### config.mk
export PLATFORM = sky130hd
export DESIGN_NAME = tpt_top
export DESIGN_NICKNAME = d
export VERILOG_FILES = /design/src/rtl/tpt_pkg.sv /design/src/rtl/tpt_trig_sel.sv /design/src/rtl/tpt_run_ctrl.sv /design/src/rtl/tpt_counter.sv /design/src/rtl/tpt_top.sv
export SDC_FILE = /design/constraint.sdc
export NUM_CORES = 1
export LEC_CHECK = 0
export BUFFER_PORTS_ARGS = -buffer_cell sky130_fd_sc_hd__buf_4
export CAP_MARGIN = 25
export CORE_MARGIN = 8
export CORE_UTILIZATION = 30
export CTS_BUF_LIST = sky130_fd_sc_hd__clkbuf_8
export DETAILED_ROUTE_END_ITERATION = 8
export PLACE_DENSITY = 0.62
export SYNTH_ARGS = -nofsm -noshare
export SYNTH_HDL_FRONTEND = slang
export SYNTH_HIERARCHICAL = 1
export SYNTH_SLANG_ARGS = --single-unit
### constraint.sdc
create_clock -name clk -period 1.9 [get_ports clk]
set_input_delay 0.095 -clock clk [delete_from_list [all_inputs] [get_ports clk]]
set_output_delay 0.095 -clock clk [all_outputs]
set_load 0.005 [all_outputs]
### src/rtl/tpt_pkg.sv
// Package: shared types of the triggerable period timer.
// Assumes: imported by every module of the block.
package tpt_pkg;
    // Effect of a selected trigger event on the run bit
    typedef enum logic [1:0] {
        TA_START  = 2'd0,
        TA_STOP   = 2'd1,
        TA_TOGGLE = 2'd2,
        TA_NONE   = 2'd3
    } trig_act_e;
endpackage

### src/rtl/tpt_trig_sel.sv
// Module: per-input rising-edge detection and source selection.
// Assumes: trigger inputs are synchronous to clk. A select value beyond
// N_SRC-1 picks no source.
module tpt_trig_sel #(
    parameter int N_SRC = 4,
    parameter int SRC_W = (N_SRC > 1) ? $clog2(N_SRC) : 1
) (
    input  logic             clk,
    input  logic             rst_n,
    input  logic [N_SRC-1:0] trig_i,
    input  logic [SRC_W-1:0] sel_i,
    output logic             pulse_o
);
    logic [N_SRC-1:0] prev_q;
    logic [N_SRC-1:0] rise;

    // One edge detector per trigger input
    for (genvar g = 0; g < N_SRC; g++) begin : g_edge
        // Remember the last level of this input
        always_ff @(posedge clk) begin
            if (!rst_n) prev_q[g] <= 1'b0;
            else        prev_q[g] <= trig_i[g];
        end
        assign rise[g] = trig_i[g] & ~prev_q[g];
    end

    // Pick the rising edge of the selected source
    always_comb begin
        pulse_o = 1'b0;
        for (int i = 0; i < N_SRC; i++) begin
            if (sel_i == SRC_W'(i)) pulse_o = rise[i];
        end
    end

    // a single input cannot produce an event on two consecutive cycles
    a_r8_single_event: assert property (@(posedge clk) disable iff (!rst_n)
        pulse_o |=> !(pulse_o && $stable(sel_i)));
endmodule

### src/rtl/tpt_run_ctrl.sv
// Module: run bit and operating status.
// Assumes: halt_i comes from the counter and is high only on an operating
// cycle that wraps in one-shot mode with the interrupt enable set.
// Priority: halt, then software write, then trigger.
module tpt_run_ctrl
    import tpt_pkg::*;
(
    input  logic       clk,
    input  logic       rst_n,
    input  logic       run_wr_i,
    input  logic       run_wdata_i,
    input  logic       trig_en_i,
    input  logic [1:0] trig_act_i,
    input  logic       trig_pulse_i,
    input  logic       halt_i,
    output logic       run_o,
    output logic       active_o
);
    logic      run_q;
    logic      active_q;
    logic      run_d;
    trig_act_e act;

    assign act = trig_act_e'(trig_act_i);

    // Next value of the run bit under the priority order
    always_comb begin
        run_d = run_q;
        if (halt_i) begin
            run_d = 1'b0;
        end else if (run_wr_i) begin
            run_d = run_wdata_i;
        end else if (trig_en_i && trig_pulse_i) begin
            case (act)
                TA_START:  run_d = 1'b1;
                TA_STOP:   run_d = 1'b0;
                TA_TOGGLE: run_d = ~run_q;
                default:   run_d = run_q;
            endcase
        end
    end

    // Run bit register and the status that follows it one cycle later
    always_ff @(posedge clk) begin
        if (!rst_n) begin
            run_q    <= 1'b0;
            active_q <= 1'b0;
        end else begin
            run_q    <= run_d;
            active_q <= halt_i ? 1'b0 : run_q;
        end
    end

    assign run_o    = run_q;
    assign active_o = active_q;

    // a one-shot halt clears both the run bit and the status
    a_r4_halt_clears: assert property (@(posedge clk) disable iff (!rst_n)
        halt_i |=> (!run_q && !active_q));
    // a software write takes effect even when a trigger is present
    a_r10_sw_wins: assert property (@(posedge clk) disable iff (!rst_n)
        (run_wr_i && !halt_i) |=> (run_q == $past(run_wdata_i)));
    // the start action sets the run bit
    a_r9_start_sets: assert property (@(posedge clk) disable iff (!rst_n)
        (trig_en_i && trig_pulse_i && trig_act_i == 2'd0 && !run_wr_i && !halt_i)
        |=> run_q);
    // the status cannot rise unless the run bit was set the cycle before
    a_r7_status_lags: assert property (@(posedge clk) disable iff (!rst_n)
        (!active_q && !run_q) |=> !active_q);
endmodule

### src/rtl/tpt_counter.sv
// Module: period counter with wrap, overflow pulse and a clear-when-stopped
// write. Assumes: active_i is the registered status from the run control.
module tpt_counter #(
    parameter int CNT_W = 16
) (
    input  logic             clk,
    input  logic             rst_n,
    input  logic             active_i,
    input  logic [CNT_W-1:0] period_i,
    input  logic             oneshot_i,
    input  logic             pie_i,
    input  logic             cnt_wr_i,
    output logic [CNT_W-1:0] count_o,
    output logic             ovf_o,
    output logic             halt_o
);
    logic [CNT_W-1:0] count_q;
    logic             ovf_q;
    logic             at_end;

    assign at_end = (count_q == period_i);

    // Count, wrap on match, or clear on a write while stopped
    always_ff @(posedge clk) begin
        if (!rst_n) begin
            count_q <= '0;
            ovf_q   <= 1'b0;
        end else begin
            ovf_q <= active_i && at_end;
            if (active_i) begin
                count_q <= at_end ? '0 : count_q + 1'b1;
            end else if (cnt_wr_i) begin
                count_q <= '0;
            end
        end
    end

    assign halt_o  = active_i && at_end && oneshot_i && pie_i;
    assign count_o = count_q;
    assign ovf_o   = ovf_q;

    // an operating cycle below the period adds one
    a_r1_step: assert property (@(posedge clk) disable iff (!rst_n)
        (active_i && !at_end) |=> (count_q == CNT_W'($past(count_q) + 1'b1)));
    // a match wraps to zero and pulses overflow
    a_r2_wrap: assert property (@(posedge clk) disable iff (!rst_n)
        (active_i && at_end) |=> (count_q == '0 && ovf_q));
    // overflow is only ever seen together with a zero count
    a_r2_ovf_zero: assert property (@(posedge clk) disable iff (!rst_n)
        ovf_q |-> (count_q == '0));
    // a stopped counter holds its value without a write
    a_r5_hold: assert property (@(posedge clk) disable iff (!rst_n)
        (!active_i && !cnt_wr_i) |=> $stable(count_q));
    // a write while stopped clears the count
    a_r6_clear: assert property (@(posedge clk) disable iff (!rst_n)
        (!active_i && cnt_wr_i) |=> (count_q == '0));
endmodule

### src/rtl/tpt_top.sv
// Module: triggerable period timer top. Joins trigger selection, run
// control and the counter. Assumes: one clock domain, synchronous
// active-low reset, register strobes one cycle wide.
module tpt_top #(
    parameter int CNT_W = 16,
    parameter int N_SRC = 4,
    localparam int SRC_W = (N_SRC > 1) ? $clog2(N_SRC) : 1
) (
    input  logic             clk,
    input  logic             rst_n,
    input  logic [CNT_W-1:0] period_i,
    input  logic             oneshot_i,
    input  logic             pie_i,
    input  logic             run_wr_i,
    input  logic             run_wdata_i,
    input  logic             cnt_wr_i,
    input  logic             trig_en_i,
    input  logic [SRC_W-1:0] trig_src_i,
    input  logic [1:0]       trig_act_i,
    input  logic [N_SRC-1:0] trig_i,
    output logic             run_o,
    output logic             active_o,
    output logic [CNT_W-1:0] count_o,
    output logic             ovf_o
);
    logic trig_pulse;
    logic halt;
    logic active;

    tpt_trig_sel #(.N_SRC(N_SRC), .SRC_W(SRC_W)) u_trig (
        .clk     (clk),
        .rst_n   (rst_n),
        .trig_i  (trig_i),
        .sel_i   (trig_src_i),
        .pulse_o (trig_pulse)
    );

    tpt_run_ctrl u_run (
        .clk          (clk),
        .rst_n        (rst_n),
        .run_wr_i     (run_wr_i),
        .run_wdata_i  (run_wdata_i),
        .trig_en_i    (trig_en_i),
        .trig_act_i   (trig_act_i),
        .trig_pulse_i (trig_pulse),
        .halt_i       (halt),
        .run_o        (run_o),
        .active_o     (active)
    );

    tpt_counter #(.CNT_W(CNT_W)) u_cnt (
        .clk       (clk),
        .rst_n     (rst_n),
        .active_i  (active),
        .period_i  (period_i),
        .oneshot_i (oneshot_i),
        .pie_i     (pie_i),
        .cnt_wr_i  (cnt_wr_i),
        .count_o   (count_o),
        .ovf_o     (ovf_o),
        .halt_o    (halt)
    );

    assign active_o = active;
endmodule

Yosys cells after proc, flatten, opt, wreduce, memory -nomap -nowiden
Index checks and enable logic that the tools add are counted.
{ "word_totals": {"out_inout_bits": 19, "wordCells": 46, "register_bits": 23, "in_bits": 32} }
{ "classes": {"n_reduce_logical": 11, "add_sub_neg": 1, "n_mux": 10, "bitwise": 10, "n_eq_ne": 6} }
{ "op_table": {"columns": ["cell", "n"], "rows": [
  ["two-way mux 16 bit", 3],
  ["adder 16 x 1 -> 16 bit, second input constant", 1],
  ["== test 16 bit", 1],
  ["== test 2 bit, second input constant", 3],
  ["two-way mux 1 bit", 6],
  ["inverter 1 bit", 6],
  ["bitwise AND 1 bit", 4],
  ["== test 2 x 1 -> 1 bit, second input constant", 2],
  ["logical AND 1 bit", 4],
  ["zero test 2 bit", 2],
  ["nonzero test 2 bit", 2],
  ["nonzero test 4 bit", 1],
  ["one-hot mux 1 bit (3 select lines)", 1],
  ["AND reduction 2 bit", 1],
  ["OR reduction 2 bit", 1]
]} }

Depth between registers and ports, before layout
{ "logic_depth": {"ltp_word": 9, "ltp_mapped": 9, "depth_no_buf": 7} }

Modules after synthesis
Netlist, hierarchy kept.
{ "by_module_without_submodules": {"columns": ["mod", "n_inst", "area_each_um2", "cells_per_inst", "seq_area_each_um2"], "rows": [
  ["tpt_counter", 1, 1061.0, 129, 340.3],
  ["tpt_trig_sel", 1, 152.6, 13, 80.1],
  ["tpt_run_ctrl", 1, 110.1, 12, 40.0]
]} }

Worst setup path after synthesis
No wires, ideal clock.
{ "synth_path": {"path_type": "register -> register", "start": "register u_cnt.count_q[7] (netlist: u_cnt/count_o[7])", "end": "register u_run.active_q (netlist: u_run/active_o)", "period_less_slack_ps": 1597, "setup_time_ps": 115, "t_arrival_ps": 1482, "slack_ps": 303, "path_buffers": 2, "required_ps": 1785, "stages_incl_launch_ff": 9, "cell_sequence": "dfxtp_1 buf_6 xor2_1 nor4_2 nand4_2 buf_6 nor2_1 nor2b_1 and2_1"} }
{ "synth_between": {"elab_chain_cells": 5} }
{ "synth_rtl": {"columns": ["item", "line", "rtl"], "rows": [
  ["from (decl)", "tpt_counter.sv:17", "logic [CNT_W-1:0] count_q;"],
  ["from (signal assigned)", "tpt_counter.sv:31", "count_q <= at_end ? '0 : count_q + 1'b1;"],
  ["== test 16 bit", "tpt_counter.sv:21", "assign at_end = (count_q == period_i);"],
  ["logical AND 1 bit (3 in a row)", "tpt_counter.sv:38", "assign halt_o = active_i && at_end && oneshot_i && pie_i;"],
  ["named net halt", "tpt_top.sv:27", "logic halt;"],
  ["OR reduction 2 bit (no line)", null, null],
  ["to (signal assigned)", "tpt_run_ctrl.sv:50", "active_q <= halt_i ? 1'b0 : run_q;"],
  ["to (decl)", "tpt_run_ctrl.sv:20", "logic active_q;"]
]} }
The timed path passes the listed nets, and every way through them passes these cells.
A chain may end at the register's enable or synchronous reset.

Worst setup path after layout
{ "layout_path": {"start": "register u_cnt.count_q[9] (netlist: u_cnt/count_o[9])", "end": "register u_run.active_q (netlist: u_run/active_o)"} }
The elaborated chain is that of the path after synthesis.

==> flow_metrics.tcl <==
set metrics [dict create \
    status "completed" \
    leakage_nw 0.8325 \
    post-dp-hpwl_mm 2.996 \
    cts_resized 0 \
    critPathLaunchType "register" \
    final_common_cell "buf_4" \
    clockBufferDepth 2 \
    area_growth_syn_to_layout_pct 41.68 \
    yosys_most_used_dff "dfxtp_1" \
    cts_tree "done" \
    hold-path-cell-count 2 \
    placed_cell_area_sq_um 1831 \
    vias_per_cell 4.818 \
    maxCapViolations 0 \
    htreeDepth 1 \
    grt_first_pass_wirelength_mm 6.203 \
    drtIter0Drc 53 \
    detail-route-antenna-nets 0 \
    cts-root-buf "clkbuf_8" \
    clk-insertion-delay-late_ns 0.27 \
    pwr_density_cell_nw_per_um2 492.1 \
    end_kind "register" \
    antenna_cells 0 \
    crit_slowest_cell "dfxtp_1" \
    clkTransAtPathRegs_ns 0.08 \
    dr.pass1.iters 4 \
    min_from "trig_i[3]" \
    setup_violations 0 \
    crit_chain "xor2_1 > nor4_2 > nand4_2 > buf_4 > nor2_1 > nor2b_1 > and2_1" \
    portBuffers 50 \
    start_util_pct 30.83 \
    yosys.area_share.simple_pct 28.64 \
    drv_slew 0 \
    worst-path-buf-inv 1 \
    critPathMaxFanout 6 \
    grt_pass1_vias 1364 \
    drive_gt1_share_pct 34.10 \
    cts_made_buffers 3 \
    clock_sinks 23 \
    vias 1296 \
    synth_cell_types 34 \
    slew_headroom_pct 77.80 \
    hold_buffers 0 \
    path_class "register to register" \
    reg2reg_depth 7 \
    async_flop_share_pct 0 \
    critical_path_arrival_ns 1.82 \
    syn_area_sq_um 1324 \
    hold_violations 0 \
    layout_common_cells "buf_4 (65), nand2_1 (23), dfxtp_1 (23)" \
    r2r_end "u_run/active_o" \
    syn_area_per_cell_sq_um 8.596 \
    hp-class "primary input to register" \
    routed_wirelength_mm 3.730 \
    synth_edf_count 0 \
    synth_seq_cells 23 \
    postCtsSetupRepairBufs 0 \
    synthCells 154 \
    synth_xor_area_share_pct 15.88 \
    r2r_start "u_cnt/count_o[9]" \
    worst_path_largest_cell_delay_ns 0.38 \
    drc 0 \
    grt_usage_pct 11.80 \
    rsz0062_at_grt "no" \
    worstMarginPinSlew_ns 0.3322 \
    finalClockSkew_ns 0.0008099 \
    fin_crit_ns 1.650 \
    core_sq_um 4294 \
    synth_top_family_by_area "simple AND/OR/NAND/NOR gates" \
    fmax_ghz 0.6060 \
    synth-compound-area-share_pct 11.91 \
    placementRows 24 \
    ioPinCount 51 \
    syn-num-nets 187 \
    critPathRequiredTime_ns 2.07 \
    muxShareOfSynthArea_pct 3.214 \
    routabilityCongestion 0.8062 \
    regToRegSetupSlack_ns 0.25 \
    synthAdderAreaFrac_pct 0.9452 \
    fill_cells 441 \
    critPathTopFamily "simple AND/OR/NAND/NOR gates" \
    final_cell_area_sq_um 1876 \
    die_x_um 82.43 \
    ys_seq_area_share_pct 34.78 \
    design.die.area_sq_um 6794 \
    power_mw 0.9229 \
    wire_per_inst_um 13.87 \
    tns_ns 0 \
    antenna_found_initial 0 \
    multiInputGateArea_sq_um 802.0 \
    synth_warnings 6 \
    grt_overflow 0 \
    hold_end "u_trig/prev_q[3]" \
    die_h_um 82.43 \
    ir_drop_uv 296.2 \
    layout.nets 251 \
    fin_crit_sh_pct 86.86 \
    seq_area_sq_um 460.4 \
    grt_start_max_net_pins 16 \
]
-- worst register-to-register path: cells and delay by family (launching register included) --
family        cells  cell delay [ns]
simple gates      5             0.79
flops             1             0.38
xor+xnor          1             0.20
buf+inv           1             0.20
-- metal layers --
| layer | GRT usage (%) | routed length [um] | vias up |
|---|---|---|---|
| met2 | 17.38 | 1552 | 48 |
| met1 | 14.36 | 1664 | 579 |
| met4 | 5.789 | 58 | 0 |
| met5 | 0 | 0 | - |
| met3 | 5.087 | 455 | 5 |
| li1 | - | - | 664 |
-- synth_stat cells (4+ instances only) --
master / instances / area share, %
and2_1: 6 / 2.8
and3_1: 4 / 1.9
dfxtp_1: 23 / 35
inv_1: 4 / 1.1
nand2_1: 23 / 6.5
nand3_1: 7 / 2.6
nor2_1: 7 / 2.0
nor2b_1: 5 / 2.4
o211ai_1: 4 / 2.3
o21ai_0: 11 / 4.2
xnor2_1: 5 / 3.3
xor2_1: 19 / 13
-- layout make-up --
class | instances | share of cell area (%)
multi-input combinational | 121 | 42.76
inverter | 4 | 0.8005
sequential | 23 | 24.55
clock inverter | 1 | 0.2001
timing repair buffer | 65 | 26.02
clock buffer | 3 | 2.201
tap | 52 | 3.469
-- registers in the layout, summed over array words and instances (netlist names) --
signal	flops
u_run/run_o	1
u_cnt/ovf_o	1
u_run/active_o	1
u_trig/prev_q	4
u_cnt/count_o	16
-- worst max-delay path by stage --
stage                      start                 to  slack (ns)  cells after the start
2_1_floorplan   u_cnt/count_o[7]     u_run/active_o        0.30                      8
3_3_place_gp   u_cnt/count_o[15]     u_run/active_o        0.25                      7
3_5_place_dp    u_cnt/count_o[9]     u_run/active_o        0.27                      7
4_1_cts         u_cnt/count_o[9]     u_run/active_o        0.24                      7
5_1_grt         u_cnt/count_o[9]  u_cnt/count_o[13]        0.07                      5
6_report        u_cnt/count_o[9]     u_run/active_o        0.25                      7
-- power by group --
part           total [mW]  internal, mW  switching [mW]
combinational       0.122        0.0740          0.0482
clock               0.304         0.145           0.160
sequential          0.496         0.490         0.00630
-- cell families after synthesis --
logic type	Yosys count
xor+xnor	24
simple gates	69
fa+ha+maj	1
mux	3
flops	23
buf+inv	10
compound gates	24
-- metrics by stage --
| step | cells | hold WS (ns) | setup WS [ns] | utilization (%) |
|---|---|---|---|---|
| after floorplan | 154 | 0.2167 | 0.3027 | - |
| after global placement | 265 | 0.3027 | 0.2473 | 42.63 |
| after detailed placement | 265 | 0.3098 | 0.2736 | 42.63 |
| after CTS | 269 | 0.02001 | 0.2409 | 43.68 |
| after global routing | 269 | 0.01629 | 0.07013 | 43.68 |
| final | 269 | 0.02717 | 0.2497 | 43.68 |
Note: power is estimated with default switching activity, not from simulation.
